`config.mk`:
```
export PLATFORM = sky130hd
export DESIGN_NAME = nic_csr_top
export DESIGN_NICKNAME = d
export VERILOG_FILES = /design/src/rtl/nic_csr_pkg.sv /design/src/rtl/nic_csr_status.sv /design/src/rtl/nic_csr_issue_slot.sv /design/src/rtl/nic_csr_top.sv
export SDC_FILE = /design/constraint.sdc
export NUM_CORES = 1
export LEC_CHECK = 0
export ABC_AREA = 0
export BUFFER_PORTS_ARGS = -buffer_cell sky130_fd_sc_hd__buf_4
export CAP_MARGIN = 20
export CORE_MARGIN = 4
export CORE_UTILIZATION = 45
export CTS_BUF_LIST = sky130_fd_sc_hd__clkbuf_4 sky130_fd_sc_hd__clkbuf_8
export DETAILED_ROUTE_END_ITERATION = 8
export PLACE_DENSITY = 0.76
export RECOVER_POWER = 50
export SLEW_MARGIN = 30
export SYNTH_ARGS = -nofsm -noshare
export SYNTH_HDL_FRONTEND = slang
export SYNTH_SLANG_ARGS = --single-unit
```
`constraint.sdc`:
```
create_clock -name clk -period 1.4 [get_ports clk]
set_input_delay 0 -clock clk [delete_from_list [all_inputs] [get_ports clk]]
set_output_delay 0 -clock clk [all_outputs]
set_load 0.02 [all_outputs]
```
`src/rtl/nic_csr_pkg.sv`:
```
package nic_csr_pkg;
  localparam int WORD_W = 16;
  localparam int PTR_W  = 32;
  localparam int CU_OP_W = 4;
  localparam int RU_OP_W = 3;

  // event positions in the status word
  localparam int B_TX_DONE  = 15;
  localparam int B_RX_FRAME = 14;
  localparam int B_CU_IDLE  = 13;
  localparam int B_RU_STOP  = 12;
  localparam int B_MGMT     = 11;
  localparam int B_SOFT     = 10;
  localparam int B_PAUSE    = 8;
  localparam logic [WORD_W-1:0] EVENT_MASK = 16'hFD00;

  // unit state field positions
  localparam int CU_ST_LO = 6;
  localparam int RU_ST_LO = 2;

  // command word field positions
  localparam int C_CU_LO = 4;
  localparam int C_RU_LO = 0;
  localparam int C_MASK  = 8;
  localparam int C_SOFT  = 9;

  typedef enum logic [CU_OP_W-1:0] {
    CU_NONE = 4'd0, CU_GO = 4'd1, CU_CONT = 4'd2, CU_STAT_PTR = 4'd4,
    CU_STAT_DUMP = 4'd5, CU_BASE = 4'd6, CU_STAT_CLR = 4'd7
  } cu_op_e;

  typedef enum logic [RU_OP_W-1:0] {
    RU_NONE = 3'd0, RU_GO = 3'd1, RU_CONT = 3'd2, RU_HALT = 3'd4,
    RU_BASE = 3'd6, RU_CONT_NR = 3'd7
  } ru_op_e;

  // one bit per opcode value: 1 = legal (value 0 is the no-op)
  localparam logic [(1<<CU_OP_W)-1:0] CU_LEGAL = 16'h00F7;
  localparam logic [(1<<RU_OP_W)-1:0] RU_LEGAL = 8'hD7;
endpackage

```
`src/rtl/nic_csr_status.sv`:
```
module nic_csr_status
  import nic_csr_pkg::*;
#(
  parameter int W = WORD_W,
  parameter logic [W-1:0] EVM = EVENT_MASK
) (
  input  logic         clk,
  input  logic         rst_n,
  input  logic [W-1:0] set_i,
  input  logic         clr_wr_i,
  input  logic [W-1:0] clr_data_i,
  input  logic [1:0]   cu_state_i,
  input  logic [2:0]   ru_state_i,
  input  logic         ru_nobuf_i,
  input  logic         mask_i,
  output logic [W-1:0] status_o,
  output logic         irq_o
);
  logic [W-1:0] ev_q;
  logic [W-1:0] clr_vec;
  logic [W-1:0] set_vec;

  assign clr_vec = clr_wr_i ? (clr_data_i & EVM) : '0;
  assign set_vec = set_i & EVM;

  always_ff @(posedge clk) begin
    if (!rst_n) ev_q <= '0;
    else        ev_q <= (ev_q & ~clr_vec) | set_vec;
  end

  always_comb begin
    status_o = ev_q;
    status_o[CU_ST_LO +: 2] = cu_state_i;
    status_o[RU_ST_LO +: 4] = {ru_nobuf_i, ru_state_i};
  end

  assign irq_o = (|ev_q) && !mask_i;

  assert_set_wins_R4: assert property (@(posedge clk) disable iff (!rst_n)
    (set_vec != '0) |=> ((ev_q & $past(set_vec)) == $past(set_vec)));

  assert_clear_R3: assert property (@(posedge clk) disable iff (!rst_n)
    (clr_vec != '0) |=> ((ev_q & $past(clr_vec & ~set_vec)) == '0));

  assert_no_stray_R2: assert property (@(posedge clk) disable iff (!rst_n)
    1'b1 |=> ((ev_q & ~EVM) == '0));
endmodule

```
`src/rtl/nic_csr_issue_slot.sv`:
```
module nic_csr_issue_slot #(
  parameter int OP_W = 4,
  parameter int PW = 32,
  parameter logic [(1<<OP_W)-1:0] LEGAL = '1,
  parameter bit STICKY_EN = 1'b0,
  parameter logic [OP_W-1:0] STICKY_OP = '0
) (
  input  logic            clk,
  input  logic            rst_n,
  input  logic            wr_i,
  input  logic [OP_W-1:0] wr_op_i,
  input  logic [PW-1:0]   ptr_i,
  output logic [OP_W-1:0] field_o,
  output logic            valid_o,
  output logic [OP_W-1:0] op_o,
  output logic [PW-1:0]   ptr_o,
  input  logic            accept_i
);
  logic            pend_q;
  logic [OP_W-1:0] op_q;
  logic [PW-1:0]   ptr_q;
  logic            legal;
  logic            keep;
  logic            take;

  assign legal = LEGAL[wr_op_i];
  assign take  = wr_i && !pend_q;

  if (STICKY_EN) begin : g_sticky
    assign keep = (op_q == STICKY_OP);
  end else begin : g_plain
    assign keep = 1'b0;
  end

  always_ff @(posedge clk) begin
    if (!rst_n) begin
      pend_q <= 1'b0;
      op_q   <= '0;
      ptr_q  <= '0;
    end else if (pend_q && accept_i) begin
      pend_q <= 1'b0;
      if (!keep) op_q <= '0;
    end else if (take) begin
      op_q   <= legal ? wr_op_i : '0;
      pend_q <= legal && (wr_op_i != '0);
      if (legal && (wr_op_i != '0)) ptr_q <= ptr_i;
    end
  end

  assign field_o = op_q;
  assign valid_o = pend_q;
  assign op_o    = op_q;
  assign ptr_o   = ptr_q;

  // request held stable until accepted
  assert_valid_hold_R8: assert property (@(posedge clk) disable iff (!rst_n)
    (valid_o && !accept_i) |=> (valid_o && $stable(op_o) && $stable(ptr_o)));

  assert_drop_on_accept_R8: assert property (@(posedge clk) disable iff (!rst_n)
    (valid_o && accept_i) |=> !valid_o);

  assert_legal_only_R10: assert property (@(posedge clk) disable iff (!rst_n)
    valid_o |-> (LEGAL[op_o] && (op_o != '0)));
endmodule

```
`src/rtl/nic_csr_top.sv`:
```
module nic_csr_top
  import nic_csr_pkg::*;
(
  input  logic              clk,
  input  logic              rst_n,
  input  logic              stat_wr_i,
  input  logic [WORD_W-1:0] stat_wdata_i,
  input  logic              cmd_wr_i,
  input  logic [WORD_W-1:0] cmd_wdata_i,
  input  logic              ptr_wr_i,
  input  logic [PTR_W-1:0]  ptr_wdata_i,
  output logic [WORD_W-1:0] status_o,
  output logic [WORD_W-1:0] cmd_o,
  input  logic              ev_tx_done_i,
  input  logic              ev_rx_frame_i,
  input  logic              ev_cu_idle_i,
  input  logic              ev_ru_stop_i,
  input  logic              ev_mgmt_i,
  input  logic              ev_pause_i,
  input  logic [1:0]        cu_state_i,
  input  logic [2:0]        ru_state_i,
  input  logic              ru_nobuf_i,
  output logic              cu_valid_o,
  output logic [CU_OP_W-1:0] cu_op_o,
  output logic [PTR_W-1:0]  cu_ptr_o,
  input  logic              cu_accept_i,
  output logic              ru_valid_o,
  output logic [RU_OP_W-1:0] ru_op_o,
  output logic [PTR_W-1:0]  ru_ptr_o,
  input  logic              ru_accept_i,
  output logic              irq_o
);
  logic [PTR_W-1:0]   ptr_q;
  logic [PTR_W-1:0]   ptr_now;
  logic               mask_q;
  logic [WORD_W-1:0]  set_vec;
  logic [CU_OP_W-1:0] cu_field;
  logic [RU_OP_W-1:0] ru_field;

  always_ff @(posedge clk) begin
    if (!rst_n) begin
      ptr_q  <= '0;
      mask_q <= 1'b0;
    end else begin
      if (ptr_wr_i) ptr_q  <= ptr_wdata_i;
      if (cmd_wr_i) mask_q <= cmd_wdata_i[C_MASK];
    end
  end

  // a pointer write in the same cycle as a command is seen by it
  assign ptr_now = ptr_wr_i ? ptr_wdata_i : ptr_q;

  always_comb begin
    set_vec = '0;
    set_vec[B_TX_DONE]  = ev_tx_done_i;
    set_vec[B_RX_FRAME] = ev_rx_frame_i;
    set_vec[B_CU_IDLE]  = ev_cu_idle_i;
    set_vec[B_RU_STOP]  = ev_ru_stop_i;
    set_vec[B_MGMT]     = ev_mgmt_i;
    set_vec[B_SOFT]     = cmd_wr_i && cmd_wdata_i[C_SOFT];
    set_vec[B_PAUSE]    = ev_pause_i;
  end

  nic_csr_status u_status (
    .clk        (clk),
    .rst_n      (rst_n),
    .set_i      (set_vec),
    .clr_wr_i   (stat_wr_i),
    .clr_data_i (stat_wdata_i),
    .cu_state_i (cu_state_i),
    .ru_state_i (ru_state_i),
    .ru_nobuf_i (ru_nobuf_i),
    .mask_i     (mask_q),
    .status_o   (status_o),
    .irq_o      (irq_o)
  );

  nic_csr_issue_slot #(
    .OP_W(CU_OP_W), .PW(PTR_W), .LEGAL(CU_LEGAL),
    .STICKY_EN(1'b0), .STICKY_OP('0)
  ) u_cu_slot (
    .clk      (clk),
    .rst_n    (rst_n),
    .wr_i     (cmd_wr_i),
    .wr_op_i  (cmd_wdata_i[C_CU_LO +: CU_OP_W]),
    .ptr_i    (ptr_now),
    .field_o  (cu_field),
    .valid_o  (cu_valid_o),
    .op_o     (cu_op_o),
    .ptr_o    (cu_ptr_o),
    .accept_i (cu_accept_i)
  );

  nic_csr_issue_slot #(
    .OP_W(RU_OP_W), .PW(PTR_W), .LEGAL(RU_LEGAL),
    .STICKY_EN(1'b1), .STICKY_OP(RU_BASE)
  ) u_ru_slot (
    .clk      (clk),
    .rst_n    (rst_n),
    .wr_i     (cmd_wr_i),
    .wr_op_i  (cmd_wdata_i[C_RU_LO +: RU_OP_W]),
    .ptr_i    (ptr_now),
    .field_o  (ru_field),
    .valid_o  (ru_valid_o),
    .op_o     (ru_op_o),
    .ptr_o    (ru_ptr_o),
    .accept_i (ru_accept_i)
  );

  always_comb begin
    cmd_o = '0;
    cmd_o[C_MASK] = mask_q;
    cmd_o[C_CU_LO +: CU_OP_W] = cu_field;
    cmd_o[C_RU_LO +: RU_OP_W] = ru_field;
  end

  assert_irq_cause_R6: assert property (@(posedge clk) disable iff (!rst_n)
    $rose(irq_o) |-> ($past(set_vec != '0) || $fell(mask_q)));

  assert_masked_quiet_R6: assert property (@(posedge clk) disable iff (!rst_n)
    mask_q |-> !irq_o);
endmodule

```
* Yosys cells after proc, flatten, opt, wreduce, memory -nomap -nowiden
Memory sizes are Yosys's and may differ from the RTL's.
Cells that the tools add are included.
** Storage, ports and cells
- Bits in registers :: 122
- Bits in read-only memories :: 24
- Input bits :: 83
- Output and inout port bits :: 106
- Memories kept :: 2
** Memories
- (no name shown) :: words 16, bits a word 1, rd ports 1, clocked after memory_dff 0, write ports 0, line nic_csr_issue_slot.sv:26 : assign legal = LEGAL[wr_op_i];
- (no name shown) :: words 8, bits a word 1, rd ports 1, clocked after memory_dff 0, write ports 0, line nic_csr_issue_slot.sv:26
** Operators by class
- $lt $le $gt $ge :: 2
- Eq/ne operators :: 2
- Multiplexer cells :: 9
- Bitwise operators :: 6
- Reductions and logical operators :: 20
** Operators by type and width (number)
- two-way mux 32 bit :: 1
- bitwise AND 16 bit :: 1
- two-way mux 16 bit :: 1
- NOT 16 bit :: 1
- bitwise OR 16 bit :: 1
- OR reduction 16 bit :: 1
- two-way mux 3 bit :: 4
- logical AND 1 bit :: 8
- AND reduction 3 bit :: 2
- less-than comparator 4 x 5 -> 1 bit (second input constant) :: 1
- less-than comparator 3 x 4 -> 1 bit (second input constant) :: 1
- two-way mux 4 bit :: 1
- nonzero test 4 bit :: 1
- OR reduction 2 bit :: 2
- equality test 3 bit (second input constant) :: 1
- zero test 1 bit :: 3
- NOT 1 bit :: 3
- nonzero test 3 bit :: 1
- two-way mux 1 bit :: 2
- != test 2 bit (second input constant) :: 1
- AND reduction 2 bit :: 1
- nonzero test 2 bit :: 1

* Logic depth before layout (Yosys ltp)
- Depth after elaboration :: 5
- Gate-level depth with buffers :: 5

* Modules after synthesis
From an unflattened synthesis, not the netlist that was laid out.
** Second synthesis, totals
- Cells, all modules :: 480
- Area total of the unflattened synthesis :: 4916.0 µm²
** Modules (own cells, without submodules)
- nic_csr_issue_slot (u_cu_slot) :: instances 1, cells an instance 167, area an instance 1557.7 µm², seq. area each 740.7 µm²
- nic_csr_top :: instances 1, cells an instance 117, area an instance 1515.2 µm², seq. area each 660.6 µm²
- nic_csr_issue_slot (u_ru_slot) :: instances 1, cells an instance 162, area an instance 1510.2 µm², seq. area each 720.7 µm²
- nic_csr_status :: instances 1, cells an instance 34, area an instance 332.8 µm², seq. area each 140.1 µm²

* Least setup slack after synthesis
OpenSTA, ideal clock, no wires.
- Kind :: reg2reg
- Start point :: reg u_ru_slot.pend_q (netlist: u_ru_slot.valid_o)
- End point :: reg u_ru_slot.ptr_q[10] (netlist: u_ru_slot.ptr_o[10])
- Library setup time :: 0.120 ns
- Data arrival time :: 1.222 ns
- Required time :: 1.280 ns
- Path slack :: 0.058 ns
- Stages on the path, launching flop included :: 6
- Period minus slack after synthesis :: 1.342 ns
- Cells stage by stage :: dfxtp_1 -> nand2b_1 -> a211o_1 -> buf_6 -> buf_6 -> mux2i_1
** Between the ends
- Cells in the longest elaborated chain, start to end :: 3
** Ends and longest elaborated chain
- start, declared :: line nic_csr_issue_slot.sv:19 : logic pend_q;
- start signal, assigned :: line nic_csr_issue_slot.sv:45 : pend_q <= legal && (wr_op_i != '0);
- zero test 1 bit / logical AND 1 bit (equally long branches) :: line nic_csr_issue_slot.sv:27, nic_csr_issue_slot.sv:40
- logical AND 1 bit / NOT 1 bit (equally long branches)
- AND reduction 3 bit (no source line) (*)
- end signal, assigned :: line nic_csr_issue_slot.sv:46 : if (legal && (wr_op_i != '0)) ptr_q <= ptr_i;
- end, declared :: line nic_csr_issue_slot.sv:21 : logic [PW-1:0] ptr_q;
Mark *: on every way between the ends. The rest lies on a longest branch, timed or not.
A chain may end at the register's enable or synchronous reset.

* Worst setup path in the final report
- Start point :: in cmd_wdata_i[1]
- End point :: reg u_ru_slot.ptr_q[17] (netlist: u_ru_slot.ptr_o[17])
** Between the ends
- Cells in the longest elaborated chain, start to end :: 4
** Ends and longest elaborated chain
- start, declared :: line nic_csr_top.sv:9 : input logic [WORD_W-1:0] cmd_wdata_i,
- memory (8 x 1 bit)
- two-way mux 1 bit (implied by the code) :: line nic_csr_issue_slot.sv:26
- logical AND 1 bit (*) :: line nic_csr_issue_slot.sv:46
- AND reduction 3 bit (no source line) (*)
Mark *: on every way between the ends. The rest lies on a longest branch, timed or not. The select of a mux whose other input is x is not followed.

==> metrics <==
max-cap viol count 0; Longest Clk Path Bufs 2; RSZ-0062 raised after global routing no; clk root buf clkbuf_8; clk sink count 113; Max Slew Vio Count 0; kind of critical path in2reg; post-route ant nets 0; WP data required 1700 ps; pwr dens 1180 nW/µm²; Async S/R FF share, synth 0; met2 track demand over resource 0.352; die width 108 µm; layout cells sized above 1 0.202; sequential area share after synthesis 0.508; core area 9730 µm²; number of fill cells 837; Syn-to-layout area delta 42.3%; Final Hold Viols 0; port bufs 149; HP Class in2out; gpl congestion 0.738; worst-skew pair later-pin latency 410 ps; status finished, final reports clean; Mapped Area 4460 µm²; critical path fanouts, max 16; total CTS buffers 17; DRC Markers 0; Syn Inst Count 452; Fmax 763 MHz; WP data arrival 1610 ps; area of the multi-input gates 1810 µm²; routed via count 3732; io pins 189; Distinct cells, synth 28; Ys Warns 0; GR Util met3 0.0762; Post-synth EDFFs 0; skew final 5.21 ps; total gr overflow 0; Cell Rows 36; Starting Density 0.458; crit share post-route 0.937; vias in the first global route 3777; initial antenna violation count 0; maximum vdd drop 0.000874 V; Synth Register Bits 113; H-tree levels 4; largest net degree at the start of global routing 40; Nets 731; # setup viols final 0; minimum clock period 1310 ps; Ant. Diodes 0; global-route wire length before repair 18600 µm; iteration-0 DRC count of the detailed router 120; GRT Max-Usage Layer met2; CP endpoint kind flop; Pwr Total 7.50 mW; clock-pin slew on the worst setup and hold paths 60 ps; overall die height 108 µm; register area 2260 µm²; setup TNS 0 ps; leak pwr 3.15 nW; CTS tree done; Vias per Instance 4.72; wire length per cell 14.8 µm; Syn Area/Cell 9.86 µm²; gr usage total 0.205; Post-DP HPWL 7260 µm; met1 Use GR 0.231; die area 11600 µm²; total wire length 11700 µm; ys flop type dfxtp_1; Setup crit start kind input pin; DRT Pass-1 Iters 5
## cell usage in the layout (no fill, tap or decap), types with 3 or more instances in the layout
| cell | instances |
|---|---|
| mux2_2 | 7 |
| mux2i_1 | 65 |
| dlygate4sd3_1 | 58 |
| nand2_1 | 111 |
| buf_4 | 85 |
| clkbuf_1 | 65 |
| conb_1 | 11 |
| clkbuf_4 | 3 |
| o211ai_1 | 6 |
| a21oi_1 | 11 |
| dfxtp_1 | 113 |
| buf_12 | 6 |
| inv_1 | 34 |
| clkbuf_8 | 21 |
| mux2_1 | 25 |
| nor2b_1 | 11 |
## Yosys cell counts (all sizes together) (3+ instances only)
| cell type | number | area (µm²) |
|---|---|---|
| nand2 | 111 | 417 |
| a21boi | 4 | 30.0 |
| nor2b | 11 | 68.8 |
| dfxtp | 113 | 2260 |
| buf | 37 | 280 |
| mux2i | 65 | 651 |
| o211ai | 6 | 45.0 |
| nand2b | 3 | 18.8 |
| a21oi | 11 | 55.1 |
| inv | 34 | 128 |
| clkbuf | 11 | 41.3 |
| mux2 | 32 | 360 |
## power by group
group	internal [mW]	leakage, nW	switching [mW]
combinational	0.561	2.04	0.626
sequential	3.39	0.925	0.0910
clock	1.62	0.187	1.22
total	5.57	3.15	1.93
## final timing paths
kind,start,to,slack [ps],depth (start not counted)
hold / removal,ru_state_i[1],status_o[3],0.009,0
setup reg to reg,u_ru_slot.valid_o,u_ru_slot.ptr_o[17],90,4
setup / recovery,cmd_wdata_i[1],u_ru_slot.ptr_o[17],90,6
hold reg to reg,u_cu_slot.ptr_o[20],u_cu_slot.ptr_o[20],460,2
## repair_timing
| item | in CTS | in global routing |
|---|---|---|
| setup endpoints to repair | 0 | 22 |
| gates resized for setup | 0 | 3 |
| buffers inserted | 0 | 0 |
| hold endpoints to repair | 87 | 0 |
| hold buffers | 58 | 0 |
## state kept, by name, indices dropped and copies added, names as in the netlist
name,flops
ptr_q,32
u_cu_slot.ptr_o,32
u_ru_slot.ptr_o,32
u_status.ev_q,7
u_cu_slot.field_o,4
u_ru_slot.field_o,3
mask_q,1
u_cu_slot.valid_o,1
u_ru_slot.valid_o,1
## kinds of logic after synthesis
group | Yosys count | share of synthesized area
muxes | 97 | 0.227
and+or+nand+nor | 133 | 0.125
buffers and inverters | 82 | 0.101
DFF | 113 | 0.508
xor gates and xnor gates | 2 | 0.00393
other | 1 | 0.000842
AOI/OAI and AO/OA | 24 | 0.0348
## area by class of cell
class | count | share of cell area
sequential | 113 | 0.357
multi-input combinational | 267 | 0.286
timing repair buffer | 215 | 0.254
clock buffer | 24 | 0.0491
tap | 133 | 0.0262
inverter | 34 | 0.0201
clock inverter | 5 | 0.00868
## worst max-delay path, cell delays in order
cell and delay, ps:
dlygate4sd3_1 550, buf_4 160, xor2_1 170, a211o_4 380
clkbuf_16 210, mux2i_1 140
## per-stage QoR
step                      instance area (µm²)  hold WS (ps)  std cells  utilization  worst slack (ps)
final                                    6340       0.00887        791        0.652              88.6
after global routing                     6340        0.0477        791        0.652              35.7
after CTS                                6540         0.137        790        0.672              38.6
after detailed placement                 5590         0.137        703        0.575              73.5
after global placement                   5590         0.137        703        0.575               133
after floorplan                          4490           113        462            -              58.1
## per-layer routing
metal	up-vias	wire, µm
li1	1815	-
met1	1768	4880
met2	135	5810
met3	14	907
met4	0	105
met5	-	0
No activity file was read; power rests on OpenSTA's default activity.
